$ cat src/rtl/patseq_pkg.sv
package patseq_pkg;

  typedef enum logic [1:0] {
    MODE_VSYNC = 2'd0,
    MODE_EXT   = 2'd1,
    MODE_PAIR  = 2'd2,
    MODE_OFF   = 2'd3
  } trig_mode_e;

  typedef enum logic [1:0] {
    ST_IDLE = 2'd0,
    ST_RUN  = 2'd1,
    ST_GAP  = 2'd2,
    ST_HOLD = 2'd3
  } seq_state_e;

  localparam int unsigned SUB_W    = 2;
  localparam logic [1:0]  SUB_LAST = 2'd2;

endpackage

$ cat src/rtl/patseq_rst_sync.sv
module patseq_rst_sync (
  input  logic clk,
  input  logic rst_n,
  output logic rst_n_sync
);

  logic [1:0] stage_q;

  always_ff @(posedge clk or negedge rst_n) begin
    if (!rst_n) begin
      stage_q <= 2'b00;
    end else begin
      stage_q <= {stage_q[0], 1'b1};
    end
  end

  assign rst_n_sync = stage_q[1];

endmodule

$ cat src/rtl/patseq_sync.sv
module patseq_sync #(
  parameter int unsigned N      = 3,
  parameter int unsigned STAGES = 2
) (
  input  logic         clk,
  input  logic         rst_n,
  input  logic [N-1:0] async_in,
  output logic [N-1:0] level
);

  localparam int unsigned TOP = STAGES - 1;

  for (genvar b = 0; b < N; b++) begin : g_bit
    logic [STAGES-1:0] chain_q;

    always_ff @(posedge clk or negedge rst_n) begin
      if (!rst_n) begin
        chain_q <= '0;
      end else begin
        chain_q <= {chain_q[STAGES-2:0], async_in[b]};
      end
    end

    assign level[b] = chain_q[TOP];
  end

endmodule

$ cat src/rtl/patseq_expo_timer.sv
module patseq_expo_timer #(
  parameter int unsigned EXP_W = 16
) (
  input  logic             clk,
  input  logic             rst_n,
  input  logic             load,
  input  logic             abort,
  input  logic [EXP_W-1:0] ticks,
  output logic             active,
  output logic             done
);

  logic [EXP_W-1:0] cnt_q, cnt_d;
  logic             act_q, act_d;
  logic             cnt_en;

  always_comb begin
    act_d  = act_q;
    cnt_d  = cnt_q;
    done   = act_q && (cnt_q == '0);
    cnt_en = load || act_q;
    if (load) begin
      act_d = 1'b1;
      cnt_d = (ticks == '0) ? '0 : ticks - EXP_W'(1);
    end else if (abort) begin
      act_d = 1'b0;
    end else if (act_q) begin
      if (cnt_q == '0) begin
        act_d = 1'b0;
      end else begin
        cnt_d = cnt_q - EXP_W'(1);
      end
    end
  end

  always_ff @(posedge clk or negedge rst_n) begin
    if (!rst_n) begin
      act_q <= 1'b0;
      cnt_q <= '0;
    end else begin
      act_q <= act_d;
      if (cnt_en) begin
        cnt_q <= cnt_d;
      end
    end
  end

  assign active = act_q;

endmodule

$ cat src/rtl/patseq_ctrl.sv
module patseq_ctrl
  import patseq_pkg::*;
#(
  parameter int unsigned IDX_W = 4
) (
  input  logic             clk,
  input  logic             rst_n,
  input  logic [1:0]       mode_sel,
  input  logic [IDX_W:0]   pat_count,
  input  logic [IDX_W:0]   seq_len,
  input  logic             color_en,
  input  logic [2:0]       trig_lvl,
  input  logic             tmr_done,
  output logic             tmr_load,
  output logic             tmr_abort,
  output logic [IDX_W-1:0] pat_idx,
  output logic [SUB_W-1:0] sub_idx,
  output logic             seq_mark
);

  localparam int unsigned CNT_W = IDX_W + 1;

  trig_mode_e       mode;
  seq_state_e       state_q, state_d;
  logic [IDX_W-1:0] idx_q, idx_d;
  logic [IDX_W-1:0] seq_q, seq_d;
  logic [SUB_W-1:0] sub_q, sub_d;
  logic             mark_q, mark_d;
  logic [2:0]       prev_q;
  logic [2:0]       rise;
  logic             vs_rise, t1_rise, t2_rise, run_lvl;
  logic [CNT_W-1:0] next_lin, pair_next, seq_next;
  logic             wrap_lin, wrap_pair, seq_end, last_pat, first_d;

  assign mode    = trig_mode_e'(mode_sel);
  assign rise    = trig_lvl & ~prev_q;
  assign vs_rise = rise[0];
  assign t1_rise = rise[1];
  assign t2_rise = rise[2];
  assign run_lvl = trig_lvl[2];

  always_comb begin
    next_lin  = {1'b0, idx_q} + CNT_W'(1);
    pair_next = {1'b0, idx_q | IDX_W'(1)} + CNT_W'(1);
    seq_next  = {1'b0, seq_q} + CNT_W'(1);
    wrap_lin  = next_lin >= pat_count;
    wrap_pair = pair_next >= pat_count;
    seq_end   = seq_next >= seq_len;
  end

  always_comb begin
    state_d   = state_q;
    idx_d     = idx_q;
    seq_d     = seq_q;
    sub_d     = sub_q;
    tmr_load  = 1'b0;
    tmr_abort = 1'b0;
    last_pat  = 1'b0;
    unique case (state_q)
      ST_IDLE: begin
        unique case (mode)
          MODE_VSYNC: if (vs_rise) begin
            tmr_load = 1'b1;
            state_d  = ST_RUN;
          end
          MODE_EXT: if (t1_rise && run_lvl) begin
            tmr_load = 1'b1;
            state_d  = ST_RUN;
          end
          MODE_PAIR: begin
            if (t1_rise) begin
              tmr_load = 1'b1;
              state_d  = ST_RUN;
            end else if (t2_rise) begin
              idx_d = wrap_pair ? '0 : pair_next[IDX_W-1:0];
              sub_d = '0;
            end
          end
          default: ;
        endcase
      end
      ST_RUN: begin
        if (mode == MODE_EXT && !run_lvl) begin
          tmr_abort = 1'b1;
          sub_d     = '0;
          state_d   = ST_HOLD;
        end else if (tmr_done) begin
          state_d = ST_GAP;
        end
      end
      ST_GAP: begin
        if (mode == MODE_EXT && !run_lvl) begin
          sub_d   = '0;
          state_d = ST_HOLD;
        end else if (color_en && sub_q != SUB_LAST) begin
          sub_d    = sub_q + 2'd1;
          tmr_load = 1'b1;
          state_d  = ST_RUN;
        end else begin
          sub_d = '0;
          if (mode == MODE_PAIR) begin
            if (idx_q[0] || !wrap_lin) begin
              idx_d = idx_q ^ IDX_W'(1);
            end
            state_d = ST_IDLE;
          end else begin
            if (wrap_lin) begin
              idx_d    = '0;
              seq_d    = '0;
              last_pat = 1'b1;
            end else if (seq_end) begin
              idx_d    = next_lin[IDX_W-1:0];
              seq_d    = '0;
              last_pat = 1'b1;
            end else begin
              idx_d = next_lin[IDX_W-1:0];
              seq_d = seq_next[IDX_W-1:0];
            end
            if (mode == MODE_VSYNC && !last_pat) begin
              tmr_load = 1'b1;
              state_d  = ST_RUN;
            end else begin
              state_d = ST_IDLE;
            end
          end
        end
      end
      ST_HOLD: begin
        if (mode != MODE_EXT) begin
          state_d = ST_IDLE;
        end else if (run_lvl) begin
          tmr_load = 1'b1;
          state_d  = ST_RUN;
        end
      end
      default: state_d = ST_IDLE;
    endcase
  end

  always_comb begin
    if (mode == MODE_PAIR) begin
      first_d = (sub_d == '0) && !idx_d[0];
    end else begin
      first_d = (sub_d == '0) && (seq_d == '0);
    end
    mark_d = tmr_load && first_d;
  end

  always_ff @(posedge clk or negedge rst_n) begin
    if (!rst_n) begin
      state_q <= ST_IDLE;
      idx_q   <= '0;
      seq_q   <= '0;
      sub_q   <= '0;
      mark_q  <= 1'b0;
      prev_q  <= '0;
    end else begin
      state_q <= state_d;
      idx_q   <= idx_d;
      seq_q   <= seq_d;
      sub_q   <= sub_d;
      mark_q  <= mark_d;
      prev_q  <= trig_lvl;
    end
  end

  assign pat_idx  = idx_q;
  assign sub_idx  = sub_q;
  assign seq_mark = mark_q;

endmodule

$ cat src/rtl/pat_sequencer.sv
module pat_sequencer #(
  parameter int unsigned IDX_W = 4,
  parameter int unsigned EXP_W = 16
) (
  input  logic             clk,
  input  logic             rst_n,
  input  logic [1:0]       mode_sel,
  input  logic [IDX_W:0]   pat_count,
  input  logic [IDX_W:0]   seq_len,
  input  logic [EXP_W-1:0] exp_ticks,
  input  logic             color_en,
  input  logic             vsync,
  input  logic             trig_in_1,
  input  logic             trig_in_2,
  output logic [IDX_W-1:0] pat_idx,
  output logic [1:0]       sub_idx,
  output logic             trig_out_1,
  output logic             trig_out_2
);

  localparam int unsigned N_TRIG = 3;

  logic              rst_n_int;
  logic [N_TRIG-1:0] trig_lvl;
  logic              tmr_load, tmr_abort, tmr_done;

  patseq_rst_sync u_rst (
    .clk        (clk),
    .rst_n      (rst_n),
    .rst_n_sync (rst_n_int)
  );

  patseq_sync #(.N(N_TRIG), .STAGES(2)) u_sync (
    .clk      (clk),
    .rst_n    (rst_n_int),
    .async_in ({trig_in_2, trig_in_1, vsync}),
    .level    (trig_lvl)
  );

  patseq_expo_timer #(.EXP_W(EXP_W)) u_timer (
    .clk    (clk),
    .rst_n  (rst_n_int),
    .load   (tmr_load),
    .abort  (tmr_abort),
    .ticks  (exp_ticks),
    .active (trig_out_1),
    .done   (tmr_done)
  );

  patseq_ctrl #(.IDX_W(IDX_W)) u_ctrl (
    .clk       (clk),
    .rst_n     (rst_n_int),
    .mode_sel  (mode_sel),
    .pat_count (pat_count),
    .seq_len   (seq_len),
    .color_en  (color_en),
    .trig_lvl  (trig_lvl),
    .tmr_done  (tmr_done),
    .tmr_load  (tmr_load),
    .tmr_abort (tmr_abort),
    .pat_idx   (pat_idx),
    .sub_idx   (sub_idx),
    .seq_mark  (trig_out_2)
  );

endmodule

$ cat config.mk
export PLATFORM = sky130hd
export DESIGN_NAME = pat_sequencer
export DESIGN_NICKNAME = d
export VERILOG_FILES = /design/src/rtl/patseq_pkg.sv /design/src/rtl/patseq_rst_sync.sv /design/src/rtl/patseq_sync.sv /design/src/rtl/patseq_expo_timer.sv /design/src/rtl/patseq_ctrl.sv /design/src/rtl/pat_sequencer.sv
export SDC_FILE = /design/constraint.sdc
export NUM_CORES = 1
export LEC_CHECK = 0
export BUFFER_PORTS_ARGS = -buffer_cell sky130_fd_sc_hd__buf_2
export CORE_MARGIN = 2
export CORE_UTILIZATION = 58
export DETAILED_ROUTE_END_ITERATION = 16
export GPL_ROUTABILITY_DRIVEN = 0
export PLACE_DENSITY = 0.8
export SYNTH_ARGS = -nofsm -noshare
export SYNTH_HDL_FRONTEND = slang
export SYNTH_SLANG_ARGS = --single-unit
$ cat constraint.sdc
create_clock -name clk -period 1.92 [get_ports clk]
set_clock_uncertainty 0.2 [all_clocks]
set_input_delay 0.192 -clock clk [delete_from_list [all_inputs] [get_ports clk]]
set_output_delay 0.192 -clock clk [all_outputs]
set_load 0.02 [all_outputs]
==> impl_results.md <==
* Dpl cell area at around 3900 um2
* Sequential share of the synthesized area at 33.97%
* Max Slew Vio Count at 0
* Final setup fails at 28
* Clk Latency, worst-skew pair at 0.31 ns
* Most used DFF post-synth: dfrtp_1
* Synthesized Nets at 365
* Max Buffers Root-to-Sink at 2
* Total CTS buffers at 5
* Placed Cells at 484
* Crit. End Element: register
* Yosys top cell area share at 33.97%
* Synth Cell Area at approximately 3000 um2
* Syn Area/Cell at just under 10 um2
* Area of the die at between 5000 and 6000 um2
* Critical path peak fanout at 6
* HP Start: exp_ticks[11]
* Worst Setup SP: u_ctrl.pat_idx[1]
* Path depth of the worst reg2reg path at 11
* Yosys reg bits at 41
* Max_cap viols at 0
* Placement Setup Slack at -1.001 ns
* Post-synth EDFFs at 0
* Final Hold Viols at 0
* Static Leak at 0.002151 uW
* Std cell rows at 26
* Synth async-reset ratio at 100.0%
* Total GRT Usage at 28.77%
* Detailed placement HPWL at 5499 um
* Commonest cells in the netlist: dfrtp_1 (41), ha_1 (24), nand2_1 (23), inv_1 (22), nor2_1 (21)
* Setup TNS Final at -21.68 ns
* Initial antenna violation count at 0
* RSZ-0062 raised after global routing: true
* H-tree levels at 2
* WL/cell at 17.08 um
* Fin area at 4360 um2
* P&R area growth vs syn at 44.37%
* Outcome: complete, but fails checks
* Worst-Margin Slew at 0.5455 ns
* Pwr Density at around 1200 nW/um2
* Largest vdd supply drop at 0.0006376 V
* Initial DRT Pass Iterations at 5
* Top cells by area, synth: dfrtp_1 (34%), ha_1 (9.9%), mux2i_1 (5.3%)
* Die Y at about 76 um
* Mapped Cells at about 310
* Unique masters post-synth at 65
* Reg clk slew, reported paths at 0.09 ns
* Max frequency at 344.6 MHz
* Tot Pwr at approximately 5000 uW
* Vias in the first global route at between 2000 and 3000
* Worst slew margin at a little over three fifths
* Yosys top cell by area: dfrtp_1
* Hold crit path type: in2reg
* Via Count at 2944
* Worst setup path class: reg2reg
* Final Instance Count excl. Fillers at 516
* N_diodes at 0
* Critical R2R Launch: u_ctrl.pat_idx[1]
* Req. time, crit path at 1.89 ns
* CTS tree: built
* First-pass GRT wire length at 13480 um
* Vias per cell at 5.705
* Root buffer cell: clkbuf_8
* Layout cells sized above 1 at ~43%
* Arrival time at the worst endpoint at 2.88 ns
* Top-count cell post-synth: dfrtp_1
* Yosys warning count at 0
* Startpoint type of the worst setup path: register
* Violated checks: setup timing
* Nets at roughly 500
* Tmin final at slightly below 3 ns
* Die width at 76.17 um
* Buffers on Ports at around 40
* Final setup margin at -0.9820 ns
* Total grt overflow at 0
* Largest net degree at the start of global routing at 40
* Worst hold path stage count at 4
* Total Wirelength at 8815 um
* Drt first-iter violations at 267
* Initial Utilization at 59.52%
* ANT nets after route at 0
* DR DRC count at 0
* CTS sink count at 41
* Period utilization at 151.1%
* Core box area at 5075 um2
* Top-level I/O count at 42
cells in the final DEF, fill, tap and decap left out, drive strengths merged, types with 2 or more instances in the layout:
cell and instances:
mux2i 16, o21ai 10, or4 3, a22o 3, dlygate4sd3 5, a21oi 9
mux2 4, o22ai 4, nand3b 4, a31oi 3, clkbuf 5, dfrtp 41
nand3 7, or3 2, a221o 2, ha 24, inv 22, xnor2 17
nand2 23, a41oi 2, nor4 9, a211o 2, or2 2, nor2 23
nor3b 5, a211oi 2, xor2 13, and3 5, a21o 3, nor4b 4
nand2b 10, nor3 9, buf 134
worst max-delay path: stages, from the launching register on:
cell and delay (ns):
dfrtp_2 0.45, ha_4 0.17, xor2_1 0.15, ha_1 0.32, a21o_1 0.19, a31oi_4 0.18
o21ai_4 0.08, nor4b_4 0.32, a41oi_4 0.23, buf_12 0.19, buf_8 0.13, mux2i_2 0.15
registers in the layout, summed over array words and instances, names as in the netlist:
register / flops
u_ctrl.seq_mark: 1
u_sync.g_bit.chain_q: 6
u_ctrl.sub_idx: 2
u_ctrl.pat_idx: 4
u_timer.cnt_q: 16
u_ctrl.state_q: 2
u_ctrl.seq_q: 4
u_timer.active: 1
u_ctrl.prev_q: 3
u_rst.stage_q: 2
repair_timing:
action                     4_1_cts  5_1_grt
hold buffers                     5        0
hold endpoints to repair         5        0
gates cloned                     1        0
gates resized for setup         17       18
pin swaps                       11       14
buffers inserted                11        8
setup endpoints to repair       28       28
cells by family (layout without fill, tap and decap cells):
logic type,after synthesis,count (layout),share of synthesized area (%)
DFF,41,41,33.97
other,1,1,0.1242
AOI/OAI and AO/OA,49,49,11.64
xor gates and xnor gates,30,30,8.699
muxes,20,20,6.793
and+or+nand+nor,113,113,24.36
buffers and inverters,29,168,4.474
adders and majority gates,24,24,9.942
where the power goes:
part	internal [uW]	switching [uW]	total [uW]
logic	1560	1400	2960
registers	1140	251	1390
clock network	378	324	702
area by class of cell:
class                           instances  area [um2]
Timing Repair Buffer                  139        1008
Clock inverter                          2       35.03
Sequential cell                        41        1030
Inverter                               22       82.58
Tap cell                               70       87.58
Fill cell                             273       714.4
Multi-Input combinational cell        237        2048
Clock buffer                            5       68.82
metal layers:
layer	global-route usage (%)	wire, um	up-vias
met4	10.55	193	0
met3	4.502	339	23
met5	0	0	-
li1	-	-	1376
met2	52.77	4849	109
met1	34.00	3432	1436
stage by stage:
step,utilization (%),hold slack (ns)
after floorplan,-,-0.3036
after global placement,75.99,-0.2240
after detailed placement,75.99,-0.2181
after CTS,82.82,0.01652
after global routing,85.92,0.02784
final,85.92,0.009362
path summary, 6_finish.rpt:
kind / end / slack, ns
max in group asynchronous: u_rst.stage_q[0] / 0.85
min in group asynchronous: u_timer.cnt_q[4] / 0.12
hold reg to reg: u_timer.cnt_q[4] / 0.12
setup / recovery: u_timer.cnt_q[8] / -0.98
hold / removal: u_timer.cnt_q[11] / 0.009
setup reg to reg: u_timer.cnt_q[8] / -0.98
Power figures use the tool's default switching activity.
